$ cat src/rtl/lcdw_pkg.sv
package lcdw_pkg;

  localparam int LVW = 3;

  typedef enum logic [LVW-1:0] {
    LV_GND   = 3'd0,
    LV_THIRD = 3'd1,
    LV_HALF  = 3'd2,
    LV_TWO3  = 3'd3,
    LV_TOP   = 3'd4
  } lvl_e;

endpackage

$ cat src/rtl/lcdw_timebase.sv
module lcdw_timebase #(
  parameter int FRAME_TICKS = 512,
  parameter int N_COM       = 4,
  localparam int HP         = 2 * N_COM,
  localparam int SW         = $clog2(HP),
  localparam int SLOT_TICKS = FRAME_TICKS / HP,
  localparam int TW         = (SLOT_TICKS > 1) ? $clog2(SLOT_TICKS) : 1
) (
  input  logic          clk,
  input  logic          rst,
  input  logic          run_i,
  input  logic          tick_i,
  output logic [SW-1:0] slot_o,
  output logic          load_o
);

  localparam logic [TW-1:0] SUB_LAST  = TW'(SLOT_TICKS - 1);
  localparam logic [SW-1:0] SLOT_LAST = SW'(HP - 1);

  logic [TW-1:0] sub_q;
  logic [SW-1:0] slot_q;
  logic          sub_end;
  logic          wrap;

  assign sub_end = (sub_q == SUB_LAST);
  assign wrap    = run_i && tick_i && sub_end && (slot_q == SLOT_LAST);
  assign load_o  = !run_i || wrap;
  assign slot_o  = slot_q;

  always_ff @(posedge clk) begin
    if (rst || !run_i) begin
      sub_q  <= '0;
      slot_q <= '0;
    end else if (tick_i) begin
      if (sub_end) begin
        sub_q  <= '0;
        slot_q <= (slot_q == SLOT_LAST) ? '0 : slot_q + 1'b1;
      end else begin
        sub_q <= sub_q + 1'b1;
      end
    end
  end

  AST_SLOT_STEP: assert property (@(posedge clk) disable iff (rst)
    (run_i && $past(run_i) && !$stable(slot_q)) |->
      (slot_q == (($past(slot_q) == SLOT_LAST) ? '0 : $past(slot_q) + 1'b1)));

  AST_HOLD_NO_TICK: assert property (@(posedge clk) disable iff (rst)
    (run_i && !tick_i) |=> ($stable(sub_q) && $stable(slot_q)));

  AST_STOP_CLEAR: assert property (@(posedge clk) disable iff (rst)
    !run_i |=> (slot_q == '0));

endmodule

$ cat src/rtl/lcdw_frame_latch.sv
module lcdw_frame_latch #(
  parameter int DW = 96
) (
  input  logic          clk,
  input  logic          rst,
  input  logic          load_i,
  input  logic [DW-1:0] word_i,
  input  logic          half_i,
  output logic [DW-1:0] word_o,
  output logic          half_o
);

  always_ff @(posedge clk) begin
    if (rst) begin
      word_o <= '0;
      half_o <= 1'b0;
    end else if (load_i) begin
      word_o <= word_i;
      half_o <= half_i;
    end
  end

  AST_LATCH_HOLD: assert property (@(posedge clk) disable iff (rst)
    !load_i |=> ($stable(word_o) && $stable(half_o)));

endmodule

$ cat src/rtl/lcdw_level_gen.sv
module lcdw_level_gen
  import lcdw_pkg::*;
#(
  parameter int N_COM      = 4,
  parameter int N_SEG      = 24,
  parameter int N_PORT_MAX = 4,
  localparam int SW        = $clog2(2 * N_COM),
  localparam int CW        = (N_COM > 1) ? $clog2(N_COM) : 1,
  localparam int PCW       = $clog2(N_PORT_MAX + 1)
) (
  input  logic [SW-1:0]          slot_i,
  input  logic                   active_i,
  input  logic                   en_i,
  input  logic                   half_i,
  input  logic                   blank_i,
  input  logic [N_COM*N_SEG-1:0] word_i,
  input  logic [PCW-1:0]         port_cnt_i,
  input  logic [1:0]             tail_sel_i,
  output logic [N_COM*LVW-1:0]   com_lvl_o,
  output logic [N_SEG*LVW-1:0]   seg_lvl_o,
  output logic [1:0]             ks_own_o
);

  localparam logic [SW-1:0] NC = SW'(N_COM);

  logic          pol;
  logic [CW-1:0] phase;

  assign pol      = (slot_i >= NC);
  assign phase    = pol ? CW'(slot_i - NC) : CW'(slot_i);
  assign ks_own_o = {~tail_sel_i[1], (tail_sel_i == 2'b00)};

  for (genvar c = 0; c < N_COM; c++) begin : g_com
    logic [LVW-1:0] lvl;
    always_comb begin
      if (!active_i)                lvl = LV_GND;
      else if (phase == CW'(c))     lvl = pol ? LV_GND : LV_TOP;
      else if (half_i)              lvl = LV_HALF;
      else                          lvl = pol ? LV_TWO3 : LV_THIRD;
    end
    assign com_lvl_o[c*LVW +: LVW] = lvl;
  end

  for (genvar n = 0; n < N_SEG; n++) begin : g_seg
    logic [N_COM-1:0] grp;
    logic [LVW-1:0]   lvl;
    logic             is_port;
    logic             is_key;

    assign grp = word_i[n*N_COM +: N_COM];

    if (n < N_PORT_MAX) begin : g_port
      assign is_port = (port_cnt_i > PCW'(n));
    end else begin : g_noport
      assign is_port = 1'b0;
    end

    if (n == N_SEG - 2) begin : g_key_a
      assign is_key = (tail_sel_i == 2'b00);
    end else if (n == N_SEG - 1) begin : g_key_b
      assign is_key = ~tail_sel_i[1];
    end else begin : g_nokey
      assign is_key = 1'b0;
    end

    always_comb begin
      if (is_port)                      lvl = (en_i && grp[0]) ? LV_TOP : LV_GND;
      else if (is_key || !active_i)     lvl = LV_GND;
      else if (grp[phase] && !blank_i)  lvl = pol ? LV_TOP : LV_GND;
      else if (half_i)                  lvl = LV_HALF;
      else                              lvl = pol ? LV_THIRD : LV_TWO3;
    end
    assign seg_lvl_o[n*LVW +: LVW] = lvl;
  end

endmodule

$ cat src/rtl/lcdw_seq.sv
module lcdw_seq
  import lcdw_pkg::*;
#(
  parameter int N_COM       = 4,
  parameter int N_SEG       = 24,
  parameter int FRAME_TICKS = 512,
  parameter int N_PORT_MAX  = 4,
  localparam int DW         = N_COM * N_SEG,
  localparam int SW         = $clog2(2 * N_COM),
  localparam int PCW        = $clog2(N_PORT_MAX + 1)
) (
  input  logic                 clk,
  input  logic                 rst,
  input  logic                 tick_en,
  input  logic [DW-1:0]        disp_word,
  input  logic                 bias_half,
  input  logic                 seg_blank,
  input  logic                 sleep_req,
  input  logic                 disp_en,
  input  logic [PCW-1:0]       port_sel,
  input  logic [1:0]           tail_sel,
  output logic [N_COM*LVW-1:0] com_lvl,
  output logic [N_SEG*LVW-1:0] seg_lvl,
  output logic [1:0]           key_own,
  output logic [SW-1:0]        phase_idx
);

  localparam logic [PCW-1:0] PMAX = PCW'(N_PORT_MAX);

  logic                 run;
  logic [SW-1:0]        slot;
  logic                 load;
  logic [DW-1:0]        word_s;
  logic                 half_s;
  logic [PCW-1:0]       port_cnt;
  logic [N_COM*LVW-1:0] com_d;
  logic [N_SEG*LVW-1:0] seg_d;
  logic [1:0]           ks_d;

  assign run      = disp_en && !sleep_req;
  assign port_cnt = (port_sel > PMAX) ? PMAX : port_sel;

  lcdw_timebase #(.FRAME_TICKS(FRAME_TICKS), .N_COM(N_COM)) u_tb (
    .clk(clk), .rst(rst), .run_i(run), .tick_i(tick_en),
    .slot_o(slot), .load_o(load)
  );

  lcdw_frame_latch #(.DW(DW)) u_latch (
    .clk(clk), .rst(rst), .load_i(load), .word_i(disp_word),
    .half_i(bias_half), .word_o(word_s), .half_o(half_s)
  );

  lcdw_level_gen #(.N_COM(N_COM), .N_SEG(N_SEG), .N_PORT_MAX(N_PORT_MAX)) u_gen (
    .slot_i(slot), .active_i(run), .en_i(disp_en), .half_i(half_s),
    .blank_i(seg_blank), .word_i(word_s), .port_cnt_i(port_cnt),
    .tail_sel_i(tail_sel), .com_lvl_o(com_d), .seg_lvl_o(seg_d), .ks_own_o(ks_d)
  );

  always_ff @(posedge clk) begin
    if (rst) begin
      com_lvl   <= '0;
      seg_lvl   <= '0;
      key_own   <= '0;
      phase_idx <= '0;
    end else begin
      com_lvl   <= com_d;
      seg_lvl   <= seg_d;
      key_own   <= ks_d;
      phase_idx <= slot;
    end
  end

  logic [N_COM-1:0] com_ext;
  logic [N_SEG-1:0] seg_ext;
  for (genvar c = 0; c < N_COM; c++) begin : g_cx
    assign com_ext[c] = (com_lvl[c*LVW +: LVW] == LV_TOP) || (com_lvl[c*LVW +: LVW] == LV_GND);
  end
  for (genvar n = 0; n < N_SEG; n++) begin : g_sx
    assign seg_ext[n] = (seg_lvl[n*LVW +: LVW] == LV_TOP) || (seg_lvl[n*LVW +: LVW] == LV_GND);
  end

  AST_STOP_COMS_LOW: assert property (@(posedge clk) disable iff (rst)
    !run |=> (com_lvl == '0));

  AST_ONE_COM_SELECTED: assert property (@(posedge clk) disable iff (rst)
    run |=> ($countones(com_ext) == 1));

  AST_BLANK_NO_EXTREME: assert property (@(posedge clk) disable iff (rst)
    (run && seg_blank && (port_sel == '0) && tail_sel[1]) |=> (seg_ext == '0));

  AST_DISABLED_ALL_LOW: assert property (@(posedge clk) disable iff (rst)
    !disp_en |=> ((seg_lvl == '0) && (com_lvl == '0)));

  AST_KEYSCAN_BOTH: assert property (@(posedge clk) disable iff (rst)
    (tail_sel == 2'b00) |=> (key_own == 2'b11));

  AST_PHASE_IDLE: assert property (@(posedge clk) disable iff (rst)
    !run |=> ##1 (phase_idx == '0));

endmodule

$ cat config.mk
export PLATFORM = sky130hd
export DESIGN_NAME = lcdw_seq
export DESIGN_NICKNAME = d
export VERILOG_FILES = /design/src/rtl/lcdw_pkg.sv /design/src/rtl/lcdw_timebase.sv /design/src/rtl/lcdw_frame_latch.sv /design/src/rtl/lcdw_level_gen.sv /design/src/rtl/lcdw_seq.sv
export SDC_FILE = /design/constraint.sdc
export NUM_CORES = 1
export LEC_CHECK = 0
export ABC_AREA = 1
export CAP_MARGIN = 20
export CELL_PAD_IN_SITES_DETAIL_PLACEMENT = 1
export CELL_PAD_IN_SITES_GLOBAL_PLACEMENT = 1
export CORE_MARGIN = 2
export CORE_UTILIZATION = 37
export CTS_CLUSTER_SIZE = 28
export DETAILED_ROUTE_END_ITERATION = 8
export PLACE_DENSITY = 0.95
export SYNTH_ARGS = -nofsm -noshare
export SYNTH_HDL_FRONTEND = slang
export SYNTH_SLANG_ARGS = --single-unit
$ cat constraint.sdc
create_clock -name clk -period 3.3 [get_ports clk]
set_input_delay 0.825 -clock clk [delete_from_list [all_inputs] [get_ports clk]]
set_output_delay 0.825 -clock clk [all_outputs]
set_load 0.02 [all_outputs]
==> impl_metrics.py, run 1 <==
metrics = {
    "cts": {
        "clk_latency_ns": 0.43,
        "cts.clk_slew.worst_paths_ns": 0.07,
        "clock_sinks": 195,
        "clock_path_buffers": 2,
        "clock-root-buffer": "clkbuf_16",
        "ctsResizeCount": 0,
        "htreeDepth": 4,
        "cts_made_buffers": 17,
        "cts_hold_buf": 0,
        "cts_tree": "done",
        "post_cts_buffers": 0,
    },
    "hold_path": {
        "hp-class": "flop to flop",
    },
    "drt": {
        "routed_wirelength_um": 24500,
        "num_vias": 7403,
        "drc": 0,
        "first_pass_iters": 5,
        "avgViaCountPerCell": 4.89,
        "drt_iter0_drc": 411,
        "wl_per_cell_um": 16.2,
        "ant_nets": 0,
    },
    "die": {
        "start_util_pct": 37.3,
        "core_area_um2": 20900,
        "die_w_um": 149,
        "die-area_um2": 22300,
        "rows": 53,
        "io_pins": 197,
        "die_h_um": 149,
    },
    "logic_synthesis": {
        "synth_top_flop_cell": "dfxtp_1",
        "synthTopCellsByArea": "dfxtp_1 (50%), nor2_1 (13%), nand2_1 (12%)",
        "ys_types": 25,
        "syn-num-nets": 1178,
        "netlist_instances": 1064,
        "synthArstFlopShare_pct": 0,
        "ys_ff_latch": 195,
        "synth_top_area_share_pct": 50.0,
        "synth_area_um2": 7800,
        "synth_edf_count": 0,
        "avgSynthCellArea_um2": 7.33,
        "synth_largest_area_cell": "dfxtp_1",
        "ys_warn_count": 0,
        "synth-seq-area-share_pct": 50.0,
    },
    "setup_path": {
        "crit_required_ns": 3.66,
        "arrival_ns": 2.61,
        "cp-end-kind": "flop",
        "crit_path_max_fanout": 50,
        "crit_type": "input port to flop",
        "crit_path_start_kind": "input port",
    },
    "timing": {
        "fmax_mhz": 444,
        "worst_slack_ns": 1.05,
        "skew_ns": 0.0108,
        "min_period_ns": 2.25,
        "setup_viol": 0,
        "slew_headroom_pct": 35.8,
        "period_share_pct": 68.3,
        "fin_setup_tns_ns": 0,
        "worst_pin_slew_ns": 0.963,
        "finalMaxSlewViolations": 0,
        "hold_viol": 0,
        "rsz0062_at_grt": "no",
    },
    "layout": {
        "layout_commonest_cell": "nor2_1",
        "nFillCells": 2565,
        "layout_common_cells": "nor2_1 (278), nand2_1 (242), clkdlybuf4s50_1 (196)",
        "final_cells": 1514,
        "drive_above_1_share_pct": 5.33,
        "syn_to_final_growth_pct": 34.5,
        "layout.nets": 1340,
    },
    "power": {
        "power.switching_uw": 1320,
        "p_seq_share_pct": 48.6,
        "p_comb_share_pct": 11.6,
        "peakVddDrop_mv": 0.305,
        "power_density_nw_per_um2": 491,
        "internal-power_uw": 3830,
        "power_frac_clock_pct": 39.9,
        "p_sw_share_pct": 25.7,
        "p_leak_uw": 0.00441,
    },
    "placement": {
        "post-dp-hpwl_um": 17300,
        "dp.cells": 1481,
        "place_congestion": 0.827,
        "pre_cts_slack_ns": 0.635,
        "port_buffers": 196,
    },
    "run": {
        "cap_violations": 0,
    },
    "global_route": {
        "grt_pass1_wl_um": 38800,
        "overflow": 0,
        "grt_max_degree": 98,
        "antenna_found_initial": 1,
        "grt_use_total_pct": 22.2,
        "grt_pass1_vias": 7532,
    },
    "status": {
        "outcome": "completed",
    },
}
[logic make-up after synthesis]
logic type                 Yosys count  share of synthesized area, %
xor gates and xnor gates             1                         0.112
muxes                                1                         0.128
buffers and inverters              145                          8.07
and+or+nand+nor                    663                          36.0
adders and majority gates            6                         0.962
AOI/OAI and AO/OA                   53                          4.72
DFF                                195                          50.0
[flip-flops by register name (all words and copies together), names as in the netlist]
signal          flops
u_latch.word_o     96
seg_lvl            72
com_lvl            12
u_tb.sub_q          6
phase_idx           3
u_tb.slot_o         3
key_own             2
u_latch.half_o      1
[power groups by stage]
stage / logic, uW / clock network [uW] / registers, uW
final: 597 / 2050 / 2500
after detailed placement: 597 / 0 / 2560
after floorplan: 291 / 0 / 2580
after global routing: 663 / 2190 / 2510
after global placement: 578 / 0 / 2550
after CTS: 603 / 2090 / 2500
[cell usage after synthesis (2+ instances only)]
library cell / n
a21oi_1: 7
nand3_1: 75
inv_2: 3
nor2_1: 279
nor3_1: 11
buf_6: 8
dfxtp_1: 195
clkbuf_1: 39
buf_1: 2
buf_2: 20
nor2_2: 11
nand3b_1: 42
ha_1: 6
o21ai_0: 4
inv_1: 72
o211ai_1: 40
nand2_1: 242
[metrics by stage]
step / utilization (%) / cell area [um^2] / total power (uW) / hold slack (ns)
final: 50.2 / 10500 / 5150 / 0.498
after global placement: 47.4 / 9890 / 3130 / 0.479
after floorplan: - / 7800 / 2870 / 0.448
after detailed placement: 47.4 / 9890 / 3150 / 0.482
after CTS: 50.2 / 10500 / 5190 / 0.496
after global routing: 50.2 / 10500 / 5370 / 0.518
[critical path, stage by stage]
cell and delay, ns:
clkdlybuf4s50_1 0.59, nand2_1 0.14, clkinv_2 0.09, buf_4 0.44
o21ai_0 0.22, nor2_1 0.14, nand2_1 0.08, nor2_1 0.09
[path summary, 6_finish.rpt]
kind	from	to	slack, ns	depth (start not counted)
setup / recovery	disp_en	seg_lvl[67]	1.05	8
hold reg to reg	u_latch.word_o[0]	seg_lvl[2]	0.50	2
hold / removal	u_latch.word_o[0]	seg_lvl[2]	0.50	2
setup reg to reg	u_tb.slot_o[0]	seg_lvl[24]	1.28	7
[final cells by class]
cell class | count | area, um^2 | share of cell area (%)
flip-flops and latches | 195 | 3910 | 37.2
inverters | 76 | 288 | 2.74
multi-input cells | 724 | 3270 | 31.2
clock buffers | 18 | 439 | 4.19
diodes | 1 | 2.50 | 0.0239
well taps | 275 | 344 | 3.28
repair buffers | 212 | 2100 | 20.0
clock inverters | 13 | 143 | 1.36
[per-layer routing]
metal  vias to the layer above  global-route usage, %  share of wire, %
met4                         0                   8.05               2.5
li1                       3622                      -                 -
met5                         -                      0                 0
met2                       197                   37.7                48
met3                        37                   2.91               3.9
met1                      3547                   28.9                45
(Power assumes the default switching activity.)
==> inputs of run 2 (changes only) <==
CORE_UTILIZATION = 31   (was 37)
PLACE_DENSITY = 0.87   (was 0.95)
clock period = 1.8 ns   (was 3.3 ns; I/O delays follow)
==> run 2 against run 1 <==
  * Sequential power grew 84%
  * Worst setup slack worse by 1.0 ns
  * Non-clock buffer count increased by 23
  * Power up 84%
  * Global-route usage is 2.8 points lower
  * Combinational power up 91%
  * Utilization is 6.7 points lower
  * Sequential cell count unchanged
  * Wire length up 3.1%
  * First-iteration DRC count grew 4.6%
  * Via count is 0.91% lower
==> impl_metrics.py, run 2 (synthesis results as in run 1) <==
metrics = {
    "die": {
        "io_pins": 197,
        "die-area_um2": 26500,
        "die_h_um": 163,
        "die_w_um": 163,
        "rows": 58,
        "core_area_um2": 25000,
        "start_util_pct": 31.3,
    },
    "cts": {
        "cts_hold_buf": 0,
        "clock_sinks": 195,
        "clk_latency_ns": 0.43,
        "cts_made_buffers": 17,
        "cts_tree": "done",
        "clock-root-buffer": "clkbuf_16",
        "htreeDepth": 4,
        "cts.clk_slew.worst_paths_ns": 0.08,
        "clock_path_buffers": 2,
    },
    "layout": {
        "layout_commonest_cell": "nor2_1",
        "largest_register_ffs": 96,
        "drive_above_1_share_pct": 7.37,
        "final_util_pct": 43.5,
        "syn_to_final_growth_pct": 39.2,
        "layout_common_cells": "nor2_1 (278), nand2_1 (241), dfxtp_1 (194)",
        "top_regs": "u_latch.word_o x96, seg_lvl x72, com_lvl x12",
        "layout.nets": 1363,
        "top_register": "u_latch.word_o",
    },
    "timing": {
        "fmax_mhz": 568,
        "worst_pin_slew_ns": 0.431,
        "period_share_pct": 97.9,
        "min_period_ns": 1.76,
        "slew_headroom_pct": 71.3,
        "hold_viol": 0,
        "holdWs_ns": 0.479,
        "finalMaxSlewViolations": 0,
        "skew_ns": 0.0110,
        "setup_viol": 0,
        "rsz0062_at_grt": "yes",
    },
    "setup_path": {
        "crit_path_max_fanout": 26,
        "crit_top_cell": "nand2_1",
        "arrival_ns": 2.12,
        "reg2reg_depth": 8,
        "crit_path_start_kind": "flop",
        "slowest_delay_ns": 0.38,
        "crit_required_ns": 2.15,
        "crit_type": "flop to flop",
        "slowest_stage": "dfxtp_1",
        "timing.critical_path.cells": "buf_6 > clkinv_1 > buf_12 > o211ai_1 > nand2_1 > nand2_1 > nand2_1 > nor2_1",
        "cp-end-kind": "flop",
    },
    "drt": {
        "routed_wirelength_um": 25300,
        "num_vias": 7336,
        "avgViaCountPerCell": 4.61,
        "wl_per_cell_um": 15.9,
        "drt_iter0_drc": 430,
        "ant_nets": 0,
        "drc": 0,
        "first_pass_iters": 6,
    },
    "power": {
        "power_density_nw_per_um2": 874,
        "peakVddDrop_mv": 0.580,
        "p_leak_uw": 0.00500,
    },
    "status": {
        "outcome": "completed",
    },
    "placement": {
        "place_congestion": 0.810,
        "post-dp-hpwl_um": 17900,
        "port_buffers": 196,
    },
    "run": {
        "cap_violations": 0,
    },
    "global_route": {
        "grt_use_total_pct": 19.4,
        "grt_pass1_wl_um": 40100,
        "grt_max_degree": 92,
        "grt_pass1_vias": 7712,
        "antenna_found_initial": 2,
        "overflow": 0,
    },
    "hold_path": {
        "hold-path-cell-count": 2,
        "hp-class": "flop to flop",
    },
}
run 2: cell count changes in the layout (fill, tap and decap cells not counted), sizes merged:
cell and delta:
buf +23, bufinv -1, clkdlybuf4s50 -89, clkinvlp +1, dlygate4sd2 +88, dlymetal6s2s +1
inv +1
run 2: metal layers:
layer	up-vias	part of all wire [%]	track usage (%)
li1	3672	-	-
met1	3447	45	24.8
met2	185	48	32.5
met3	30	4.5	3.64
met4	2	2.2	7.36
met5	-	0.051	0
run 2: path summary, 6_finish.rpt:
check	start	to	slack, ns
max reg2reg	u_tb.slot_o[1]	seg_lvl[61]	0.04
min	u_latch.word_o[12]	seg_lvl[11]	0.48
min reg2reg	u_latch.word_o[12]	seg_lvl[11]	0.48
max	u_tb.slot_o[1]	seg_lvl[61]	0.04
run 2: what timing repair did:
action / 4_1_cts / 5_1_grt
setup endpoints to repair: 94 / 56
gates resized for setup: 90 / 6
buffers inserted: 3 / 0
endpoints found under the hold margin: 0 / 0
run 2: area by class of cell:
class / count / area [um^2]
clock inverters: 14 / 158
flip-flops and latches: 195 / 3910
repair buffers: 235 / 2380
clock buffers: 18 / 429
well taps: 330 / 413
inverters: 76 / 292
multi-input cells: 724 / 3280
diodes: 1 / 2.50
fillers: 3066 / 14100
run 2: worst max-delay path, delay by kind of cell, from the launching register on:
family                 cells  cell delay [ns]
AND/OR/NAND/NOR            4             0.52
flip-flops                 1             0.38
buffers and inverters      3             0.68
AO/OA/AOI/OAI              1             0.10
run 2: where the power goes:
part	total (uW)	leakage [uW]	internal [uW]	switching (uW)
combinational	1140	0.00311	535	602
clock	3770	0.000286	1870	1900
sequential	4590	0.00161	4510	71.3
total	9490	0.00500	6920	2570
run 2: through the flow:
stage          instances  instance area (um^2)  setup TNS, ns  total power, uW  setup slack (ns)
3_5_place_dp        1556                 10300         -23.59             5860            -0.284
4_1_cts             1591                 10800              0             9610          0.000310
3_3_place_gp        1556                 10300         -19.24             5810            -0.249
5_1_grt             1593                 10900         -0.496             9930           -0.0516
6_report            1593                 10900              0             9490            0.0380
2_1_floorplan       1064                  7800              0             5260             0.285
